==> config.mk <==
export PLATFORM = sky130hd
export DESIGN_NAME = sbus_datapath
export DESIGN_NICKNAME = d
export VERILOG_FILES = /design/src/rtl/sbus_pkg.sv /design/src/rtl/sbus_alu.sv /design/src/rtl/sbus_bus_mux.sv /design/src/rtl/sbus_regfile.sv /design/src/rtl/sbus_mem_if.sv /design/src/rtl/sbus_datapath.sv
export SDC_FILE = /design/constraint.sdc
export NUM_CORES = 1
export LEC_CHECK = 0
export CAP_MARGIN = 20
export CORE_UTILIZATION = 60
export CTS_BUF_LIST = sky130_fd_sc_hd__clkbuf_4 sky130_fd_sc_hd__clkbuf_8
export DETAILED_ROUTE_END_ITERATION = 7
export GPL_TIMING_DRIVEN = 0
export PLACE_DENSITY = 0.86
export SYNTH_ARGS = -nofsm -noshare
export SYNTH_HDL_FRONTEND = slang
export SYNTH_HIERARCHICAL = 1
export SYNTH_SLANG_ARGS = --single-unit
==> constraint.sdc <==
create_clock -name clk -period 5.4 [get_ports clk]
set_input_delay 0.54 -clock clk [delete_from_list [all_inputs] [get_ports clk]]
set_output_delay 0.54 -clock clk [all_outputs]
set_load 0.02 [all_outputs]
==> src/rtl/sbus_pkg.sv <==
package sbus_pkg;
  typedef enum logic [2:0] {
    ALU_ADD   = 3'd0,
    ALU_SUB   = 3'd1,
    ALU_AND   = 3'd2,
    ALU_OR    = 3'd3,
    ALU_PASSB = 3'd4
  } alu_op_e;

  localparam int SRC_REG = 0;
  localparam int SRC_PC  = 1;
  localparam int SRC_MDR = 2;
  localparam int SRC_Z   = 3;
  localparam int SRC_OFF = 4;
  localparam int NSRC    = 5;
endpackage

==> src/rtl/sbus_alu.sv <==
module sbus_alu #(
  parameter int W = 16
) (
  input  logic [W-1:0] a,
  input  logic [W-1:0] b,
  input  logic [2:0]   op,
  input  logic         cin,
  output logic [W-1:0] y
);
  import sbus_pkg::*;

  always_comb begin
    case (op)
      ALU_ADD:   y = a + b + W'(cin);
      ALU_SUB:   y = a - b;
      ALU_AND:   y = a & b;
      ALU_OR:    y = a | b;
      ALU_PASSB: y = b;
      default:   y = '0;
    endcase
  end
endmodule

==> src/rtl/sbus_bus_mux.sv <==
module sbus_bus_mux #(
  parameter int W    = 16,
  parameter int NSRC = 5
) (
  input  logic [NSRC-1:0][W-1:0] src_data,
  input  logic [NSRC-1:0]        src_en,
  output logic [W-1:0]           bus,
  output logic                   conflict
);
  always_comb begin
    bus = '0;
    for (int i = NSRC - 1; i >= 0; i--) begin
      if (src_en[i]) bus = src_data[i];
    end
    conflict = (src_en & (src_en - NSRC'(1))) != '0;
  end
endmodule

==> src/rtl/sbus_regfile.sv <==
module sbus_regfile #(
  parameter int W      = 16,
  parameter int ADDR_W = 4
) (
  input  logic              clk,
  input  logic              we,
  input  logic [ADDR_W-1:0] waddr,
  input  logic [W-1:0]      wdata,
  input  logic [ADDR_W-1:0] raddr,
  output logic [W-1:0]      rdata
);
  localparam int DEPTH = 1 << ADDR_W;

  logic [W-1:0] mem [DEPTH];

  always_ff @(posedge clk) begin
    if (we) mem[waddr] <= wdata;
  end

  assign rdata = mem[raddr];
endmodule

==> src/rtl/sbus_mem_if.sv <==
module sbus_mem_if #(
  parameter int W = 16
) (
  input  logic         clk,
  input  logic         rst,
  input  logic         hold,
  input  logic [W-1:0] bus,
  input  logic         mar_in,
  input  logic         mdr_in,
  input  logic         mdr_mem,
  input  logic         read,
  input  logic         write,
  input  logic [W-1:0] mem_rdata,
  input  logic         mem_mfc,
  output logic [W-1:0] mar,
  output logic [W-1:0] mdr,
  output logic         rd_pend,
  output logic         wr_pend
);
  always_ff @(posedge clk) begin
    if (rst) begin
      mar     <= '0;
      mdr     <= '0;
      rd_pend <= 1'b0;
      wr_pend <= 1'b0;
    end else begin
      if (mem_mfc) begin
        rd_pend <= 1'b0;
        wr_pend <= 1'b0;
      end
      if (!hold) begin
        if (mar_in) mar <= bus;
        if (mdr_mem)     mdr <= mem_rdata;
        else if (mdr_in) mdr <= bus;
        if (read)  rd_pend <= 1'b1;
        if (write) wr_pend <= 1'b1;
      end
    end
  end
endmodule

==> src/rtl/sbus_datapath.sv <==
module sbus_datapath #(
  parameter int W      = 16,
  parameter int ADDR_W = 4,
  parameter int OFF_W  = 8
) (
  input  logic              clk,
  input  logic              rst,
  input  logic              ctl_reg_out,
  input  logic              ctl_reg_in,
  input  logic [ADDR_W-1:0] ctl_rd_sel,
  input  logic [ADDR_W-1:0] ctl_wr_sel,
  input  logic              ctl_pc_out,
  input  logic              ctl_pc_in,
  input  logic              ctl_mdr_out,
  input  logic              ctl_mdr_in,
  input  logic              ctl_mdr_mem,
  input  logic              ctl_off_out,
  input  logic              ctl_ir_in,
  input  logic              ctl_mar_in,
  input  logic              ctl_y_in,
  input  logic              ctl_z_out,
  input  logic              ctl_z_in,
  input  logic [2:0]        ctl_alu_op,
  input  logic              ctl_carry,
  input  logic              ctl_read,
  input  logic              ctl_write,
  input  logic              ctl_wmfc,
  input  logic [W-1:0]      mem_rdata,
  input  logic              mem_mfc,
  output logic [W-1:0]      mem_addr,
  output logic [W-1:0]      mem_wdata,
  output logic              mem_rd,
  output logic              mem_wr,
  output logic [W-1:0]      ir_q,
  output logic [W-1:0]      bus_mon,
  output logic              stall,
  output logic              bus_conflict
);
  import sbus_pkg::*;

  logic                   hold;
  logic [W-1:0]           bus;
  logic [W-1:0]           rf_rdata;
  logic [W-1:0]           alu_y;
  logic [W-1:0]           pc_q, y_q, z_q, off_ext;
  logic [NSRC-1:0][W-1:0] src_data;
  logic [NSRC-1:0]        src_en;

  assign hold    = ctl_wmfc & ~mem_mfc;
  assign off_ext = {{(W-OFF_W){ir_q[OFF_W-1]}}, ir_q[OFF_W-1:0]};

  always_comb begin
    src_data[SRC_REG] = rf_rdata;
    src_data[SRC_PC]  = pc_q;
    src_data[SRC_MDR] = mem_wdata;
    src_data[SRC_Z]   = z_q;
    src_data[SRC_OFF] = off_ext;
    src_en[SRC_REG]   = ctl_reg_out;
    src_en[SRC_PC]    = ctl_pc_out;
    src_en[SRC_MDR]   = ctl_mdr_out;
    src_en[SRC_Z]     = ctl_z_out;
    src_en[SRC_OFF]   = ctl_off_out;
  end

  sbus_bus_mux #(.W(W), .NSRC(NSRC)) u_mux (
    .src_data (src_data),
    .src_en   (src_en),
    .bus      (bus),
    .conflict (bus_conflict)
  );

  sbus_regfile #(.W(W), .ADDR_W(ADDR_W)) u_rf (
    .clk   (clk),
    .we    (ctl_reg_in & ~hold),
    .waddr (ctl_wr_sel),
    .wdata (bus),
    .raddr (ctl_rd_sel),
    .rdata (rf_rdata)
  );

  sbus_alu #(.W(W)) u_alu (
    .a   (y_q),
    .b   (bus),
    .op  (ctl_alu_op),
    .cin (ctl_carry),
    .y   (alu_y)
  );

  sbus_mem_if #(.W(W)) u_mem (
    .clk       (clk),
    .rst       (rst),
    .hold      (hold),
    .bus       (bus),
    .mar_in    (ctl_mar_in),
    .mdr_in    (ctl_mdr_in),
    .mdr_mem   (ctl_mdr_mem),
    .read      (ctl_read),
    .write     (ctl_write),
    .mem_rdata (mem_rdata),
    .mem_mfc   (mem_mfc),
    .mar       (mem_addr),
    .mdr       (mem_wdata),
    .rd_pend   (mem_rd),
    .wr_pend   (mem_wr)
  );

  always_ff @(posedge clk) begin
    if (rst) begin
      pc_q <= '0;
      ir_q <= '0;
      y_q  <= '0;
      z_q  <= '0;
    end else if (!hold) begin
      if (ctl_pc_in) pc_q <= bus;
      if (ctl_ir_in) ir_q <= bus;
      if (ctl_y_in)  y_q  <= bus;
      if (ctl_z_in)  z_q  <= alu_y;
    end
  end

  assign bus_mon = bus;
  assign stall   = hold;
endmodule

==> results of run 1 <==
-- sequential cells by signal, summed over array words and instances, names as in the netlist --
| register | cells |
|---|---|
| u_mem/wr_pend | 1 |
| u_rf/mem | 256 |
| pc_q | 16 |
| u_mem/rd_pend | 1 |
| u_mem/mar | 16 |
| y_q | 16 |
| u_mem/mdr | 16 |
| z_q | 16 |
| ir_q | 16 |
-- through the flow --
step                power (mW)  setup WS [ns]  TNS, ns
CTS                      6.452         0.1399        0
global placement         4.175         -2.464   -30.98
detailed placement       4.270        -0.7678   -2.171
floorplan                3.794         0.3781        0
global route             6.662        0.06886        0
finish                   6.481         0.2469        0
-- placed cells by master, fill, tap and decap left out, types with 23 or more instances in the layout --
cell,netlist,final
nand3_1,23,23
clkbuf_1,35,33
edfxtp_1,256,256
mux2i_1,66,66
dfxtp_1,98,98
a21oi_1,51,51
nand2b_1,76,76
ha_1,49,49
a22oi_1,61,60
inv_1,52,52
mux4_2,55,55
nand2_1,70,70
nor2_1,45,34
buf_2,22,23
clkdlybuf4s50_1,0,108
nor2b_1,25,25
clkbuf_8,0,61
-- metal layers --
metal  vias up  part of all wire [%]  global-route usage (%)
li1       5313                     -                       -
met1      6185                    38                   47.88
met2       931                    45                   55.25
met3       180                    12                   9.526
met4         0                   5.1                   17.12
met5         -                     0                       0
-- kinds of logic after synthesis --
group | count (synthesis)
XOR/XNOR | 2
AND/OR/NAND/NOR | 299
flip-flops | 354
multiplexers | 132
buffers and inverters | 139
AO/OA/AOI/OAI | 295
adder cells (fa/ha/maj) | 53
-- where the power goes --
group | total [mW] | switching [mW] | internal, mW
Combinational | 1.18 | 0.728 | 0.456
Clock | 2.22 | 1.04 | 1.17
Sequential | 3.08 | 0.0573 | 3.02
-- repair_timing --
item,CTS,global route
pin swaps,0,1
endpoints found under the setup margin,1,3
setup buffers,0,1
resized for setup,2,9
-- how the worst max path moves through the flow --
stage	start	end	slack, ns	depth (start not counted)
6_report	ctl_rd_sel[2]	z_q[15]	0.25	21
5_1_grt	ctl_rd_sel[2]	z_q[15]	0.07	21
4_1_cts	ctl_rd_sel[2]	z_q[15]	0.14	20
3_5_place_dp	ctl_rd_sel[1]	z_q[15]	-0.77	19
3_3_place_gp	ctl_pc_out	z_q[15]	-2.46	14
2_1_floorplan	ctl_mdr_out	z_q[10]	0.38	15
-- final cells by class --
cell class	instances	area (um^2)	area share, %
Sequential cell	354	9649	47.18
Clock inverter	20	111.4	0.5445
Inverter	52	195.2	0.9544
Timing Repair Buffer	133	1460	7.139
Clock buffer	80	982.2	4.802
Tap cell	378	473.0	2.312
Multi-Input combinational cell	781	7084	34.64
Buffer	87	496.7	2.429
==> results.py, run 1 <==
metrics = {
    "cts": {
        "cts_hold_buf": 0,
        "htreeDepth": 2,
        "cts.sinks": 354,
        "clock_latency_ns": 0.61,
        "cts_buffers": 53,
        "cts.path.max_buffers": 3,
        "clkTransAtPathRegs_ns": 0.07,
        "cts_root_buf": "clkbuf_8",
        "cts_tree": "built",
    },
    "yosys": {
        "synthMuxAreaShare_pct": 12.63,
        "yosys-top-cells-count": "edfxtp_1, dfxtp_1, nand2b_1",
        "syn-cell-area_um2": 17210,
        "synth_compound_area_share_pct": 14.11,
        "ys_ff_latch": 354,
        "synth_fa_ha_area_share_pct": 3.969,
        "syn_nets": 1373,
        "synthTopCellsByArea": "edfxtp_1, dfxtp_1, mux4_2, mux2i_1, ha_1",
        "synthXorXnorAreaFrac_pct": 0.1018,
        "yosys_most_used_dff": "edfxtp_1",
        "synth_top_area_share_pct": 44.66,
        "synth-simple-area-share_pct": 9.131,
        "yosysMostFrequentCell": "edfxtp_1",
        "synthCells": 1274,
        "yosys_warnings": 6,
        "syn_area_per_cell_um2": 13.51,
        "async_flop_share_pct": 0,
        "yosysTopAreaCell": "edfxtp_1",
        "seq_area_frac_synth_pct": 56.06,
        "ys_types": 90,
        "synth-edff-count": 256,
        "synth_top_family_by_area": "compound AO/OA/AOI/OAI gates",
    },
    "drt": {
        "first_pass_iters": 8,
        "viasPerCell": 6.689,
        "vias": 12609,
        "drt_iter0_markers": 1580,
        "wl_per_cell_um": 27.41,
        "drc": 0,
        "postRouteAntennaNets": 0,
        "drt-total-wl_um": 51660,
    },
    "die": {
        "die_y_um": 171.4,
        "core_um2": 28010,
        "die_w_um": 171.4,
        "die_area_um2": 29370,
        "placementRows": 61,
        "start_util_pct": 61.45,
        "num_io_pins": 115,
    },
    "global_routing": {
        "antenna_found_initial": 0,
        "grt_usage_pct": 36.00,
        "grt_pass1_vias": 12530,
        "grt_first_pass_wirelength_um": 76660,
        "grt_max_degree": 24,
        "grt_overflow": 0,
    },
    "sta": {
        "timing.fmax_mhz": 194.1,
        "rsz0062_at_grt": "no",
        "slew_headroom_pct": 25.91,
        "maxSlewViolCount": 0,
        "worst_slew_pin_slew_ns": 1.107,
        "period_minus_slack_ns": 5.153,
        "fin_skew_ns": 0.03942,
        "finalSetupViolCount": 0,
        "min_period_over_period_pct": 95.43,
        "hold_viol": 0,
        "fin_hold_ws_ns": 0.3202,
    },
    "placed_design": {
        "portBuffers": 108,
        "gp_congestion": 0.9500,
        "placed_area_um2": 19320,
        "post-place-cells": 1784,
        "dpl.hpwl_um": 36670,
    },
    "cells_and_area": {
        "fin_util_pct": 73.02,
        "diodes": 0,
        "num-fill-cells": 1714,
        "drive_gt1_share_pct": 21.17,
        "finalNonFillerCells": 1885,
        "finalInstanceArea_um2": 20450,
        "final_nets": 1561,
        "syn_to_final_growth_pct": 18.83,
    },
    "job": {
        "cap_violations": 0,
    },
    "outcome": {
        "status": "completed",
    },
    "worst_setup_path": {
        "crit_path_end_kind": "register",
        "worst-path-buf-inv": 7,
        "cp-start-kind": "input pin",
        "critical_path.cell_chain": "clkdlybuf4s50_1 > nor2b_1 > clkbuf_1 > clkbuf_2 > a22oi_1 > nand2_1 > a22oi_2 > o31ai_4 > buf_16 > inv_1 > ha_1 > buf_2 > nor3_1 > o21ai_0 > nor4_2 > buf_4 > o2111a_1 > nor2_1 > o311ai_2 > nand3_1 > a21oi_1",
        "cp_max_fo": 18,
        "rr_worst_depth": 17,
        "crit_type": "input pin to register",
        "reg2reg_slack_ns": 0.46,
        "max_stage_delay_ns": 0.51,
        "worstPathRequired_ns": 5.93,
        "crit_family": "compound AO/OA/AOI/OAI gates",
        "worstReg2RegEnd": "z_q[15]",
        "cp_data_arrival_time_ns": 5.69,
        "crit-reg2reg-launch": "u_rf/mem[1][7]",
        "crit_slowest_cell": "o311ai_2",
    },
    "min_path": {
        "holdPathEnd": "u_mem/mdr[1]",
        "hp-start": "rst",
        "hold_depth": 2,
        "hold_path_class": "input pin to register",
    },
    "power": {
        "p_per_area_nw_per_um2": 316.9,
        "peakVddDrop_uv": 202.1,
        "leakage_nw": 7.290,
    },
}
Note: power is estimated with default switching activity, not from simulation.
==> inputs of run 2 (changes only) <==
CORE_ASPECT_RATIO = 1.1   (was not set)
clock period = 5.7 ns   (was 5.4 ns; I/O delays follow)
==> run 2 against run 1 <==
Global-route usage decreased by 2.8 points. Hold slack improved by 0.048 ns. Largest power group unchanged. Clock skew decreased by 0.021 ns. Non-clock buffer count decreased by 6. Core utilization decreased by 1.1 points. Register-to-register slack improved by 0.13 ns. Critical endpoint unchanged.
==> results.py, run 2 (synthesis gave the netlist of run 1 again) <==
metrics = {
    "outcome": {
        "status": "completed",
    },
    "cells_and_area": {
        "largest_register": "u_rf/mem",
        "largest_reg_flops": 256,
        "fin_util_pct": 71.90,
        "num-fill-cells": 1830,
        "finalInstanceArea_um2": 20150,
        "final_common_cell": "edfxtp_1",
        "diodes": 0,
        "final_nets": 1551,
        "syn_to_final_growth_pct": 17.08,
        "final_cell_mix": "edfxtp_1, clkdlybuf4s50_1, dfxtp_1",
        "drive_gt1_share_pct": 19.19,
    },
    "power": {
        "clockPowerShare_pct": 31.1,
        "intPower_mw": 4.186,
        "pwr-share-comb_pct": 18.6,
        "peakVddDrop_uv": 208.2,
        "p_per_area_nw_per_um2": 288.0,
        "seqPwrFrac_pct": 50.3,
        "p_sw_mw": 1.618,
        "swShare_pct": 27.88,
        "leakage_nw": 7.127,
        "p_total_mw": 5.805,
    },
    "min_path": {
        "hp-start": "rst",
        "hold_path_class": "input pin to register",
    },
    "worst_setup_path": {
        "worstPathRequired_ns": 6.20,
        "cp_max_fo": 14,
        "crit_slowest_cell": "o311ai_1",
        "cp-start-kind": "input pin",
        "crit_family": "compound AO/OA/AOI/OAI gates",
        "reg2reg_slack_ns": 0.59,
        "cp-startpoint": "ctl_rd_sel[2]",
        "critical_path.cell_chain": "clkdlybuf4s50_1 > nor2b_1 > clkbuf_1 > clkbuf_1 > a22oi_1 > nand2_1 > a22oi_1 > o31ai_4 > buf_16 > inv_1 > ha_1 > buf_2 > nor3_1 > o21ai_0 > nor4_2 > o2111a_1 > nor2_1 > o311ai_1 > nand3_1 > a21oi_1",
        "crit-reg2reg-launch": "u_rf/mem[0][6]",
        "cp_num_cells": 20,
        "max_stage_delay_ns": 0.64,
        "crit_type": "input pin to register",
        "cp_data_arrival_time_ns": 6.03,
        "rr_worst_depth": 17,
        "cp-endpoint": "z_q[15]",
        "worstReg2RegEnd": "z_q[15]",
        "crit_path_end_kind": "register",
        "worst-path-buf-inv": 6,
    },
    "sta": {
        "rsz0062_at_grt": "no",
        "hold_viol": 0,
        "fin_tns_setup_ns": 0,
        "fin_skew_ns": 0.01871,
        "setup_slack_ns": 0.1638,
        "finalSetupViolCount": 0,
        "worst_slew_pin_slew_ns": 1.138,
        "timing.fmax_mhz": 180.6,
        "maxSlewViolCount": 0,
        "slew_headroom_pct": 24.05,
        "min_period_over_period_pct": 97.13,
        "period_minus_slack_ns": 5.536,
    },
    "placed_design": {
        "gp_congestion": 1.015,
        "placed_area_um2": 19240,
        "dpl.hpwl_um": 35170,
        "portBuffers": 108,
        "dp_slack_ns": -0.3923,
    },
    "cts": {
        "cts_root_buf": "clkbuf_8",
        "cts_resized": 0,
        "cts.path.max_buffers": 3,
        "cts_hold_buf": 0,
        "clkTransAtPathRegs_ns": 0.07,
        "cts_tree": "built",
        "postCtsSetupBuffers": 0,
        "htreeDepth": 2,
        "clock_latency_ns": 0.57,
        "cts_buffers": 49,
        "cts.sinks": 354,
    },
    "die": {
        "die_area_um2": 29370,
        "start_util_pct": 61.41,
        "die_w_um": 163.5,
        "placementRows": 64,
        "die_y_um": 179.6,
        "num_io_pins": 115,
        "core_um2": 28030,
    },
    "global_routing": {
        "grt_first_pass_wirelength_um": 72420,
        "grt_max_degree": 25,
        "grt_usage_pct": 33.21,
        "antenna_found_initial": 1,
        "grt_pass1_vias": 12259,
        "grt_overflow": 0,
    },
    "drt": {
        "drt-total-wl_um": 48300,
        "first_pass_iters": 5,
        "drc": 0,
        "drt_iter0_markers": 1359,
        "vias": 12229,
        "wl_per_cell_um": 26.06,
        "postRouteAntennaNets": 0,
        "viasPerCell": 6.600,
    },
    "job": {
        "cap_violations": 0,
    },
}
run 2: cell types whose count changed in the layout (fill, tap and decap cells not counted), sizes merged:
cell,before,now
inv,54,53
buf,74,68
clkbuf,118,99
clkinv,17,26
run 2: cell type report:
cell class                      count  area [um^2]  area share, %
Sequential cell                   354         9649          47.88
Multi-Input combinational cell    781         7074          35.10
Timing Repair Buffer              127         1390          6.898
Clock buffer                       61        770.7          3.825
Buffer                             87        493.0          2.446
Tap cell                          363        454.2          2.254
Inverter                           52        195.2         0.9686
Clock inverter                     28        125.1         0.6209
run 2: layer usage:
layer	global-route usage [%]	routed length (um)
met4	16.59	2428
met2	57.31	24520
met3	5.976	4102
met1	39.63	17230
met5	0	17
run 2: stage by stage:
step           std cells  hold slack (ns)
3_3_place_gp        1745           0.4424
3_5_place_dp        1763           0.4475
4_1_cts             1852           0.3353
6_report            1853           0.3678
5_1_grt             1853           0.3584
2_1_floorplan       1274           0.4484
run 2: worst reg2reg max path, delay by kind of cell, from the launching register on:
kind	cells	cell delay [ns]
adder cells (fa/ha/maj)	1	0.24
flip-flops	1	0.36
AO/OA/AOI/OAI	7	2.37
AND/OR/NAND/NOR	5	1.11
multiplexers	1	0.50
buffers and inverters	3	0.46
run 2: power groups by stage:
| stage | clock [mW] | sequential [mW] | combinational [mW] |
|---|---|---|---|
| 2_1_floorplan | 0 | 2.98 | 0.610 |
| 3_3_place_gp | 0 | 2.97 | 0.961 |
| 3_5_place_dp | 0 | 2.97 | 1.06 |
| 4_1_cts | 1.82 | 2.92 | 1.06 |
| 5_1_grt | 1.93 | 2.92 | 1.15 |
| 6_report | 1.80 | 2.92 | 1.08 |
run 2: worst min path at each step:
| stage | slack (ns) | end | cells after the start |
|---|---|---|---|
| 2_1_floorplan | 0.45 | pc_q[10] | 2 |
| 3_3_place_gp | 0.44 | u_mem/mar[6] | 2 |
| 3_5_place_dp | 0.45 | u_mem/mar[13] | 2 |
| 4_1_cts | 0.34 | u_mem/mdr[15] | 2 |
| 5_1_grt | 0.36 | u_mem/mdr[15] | 2 |
| 6_report | 0.37 | u_mem/mdr[15] | 2 |
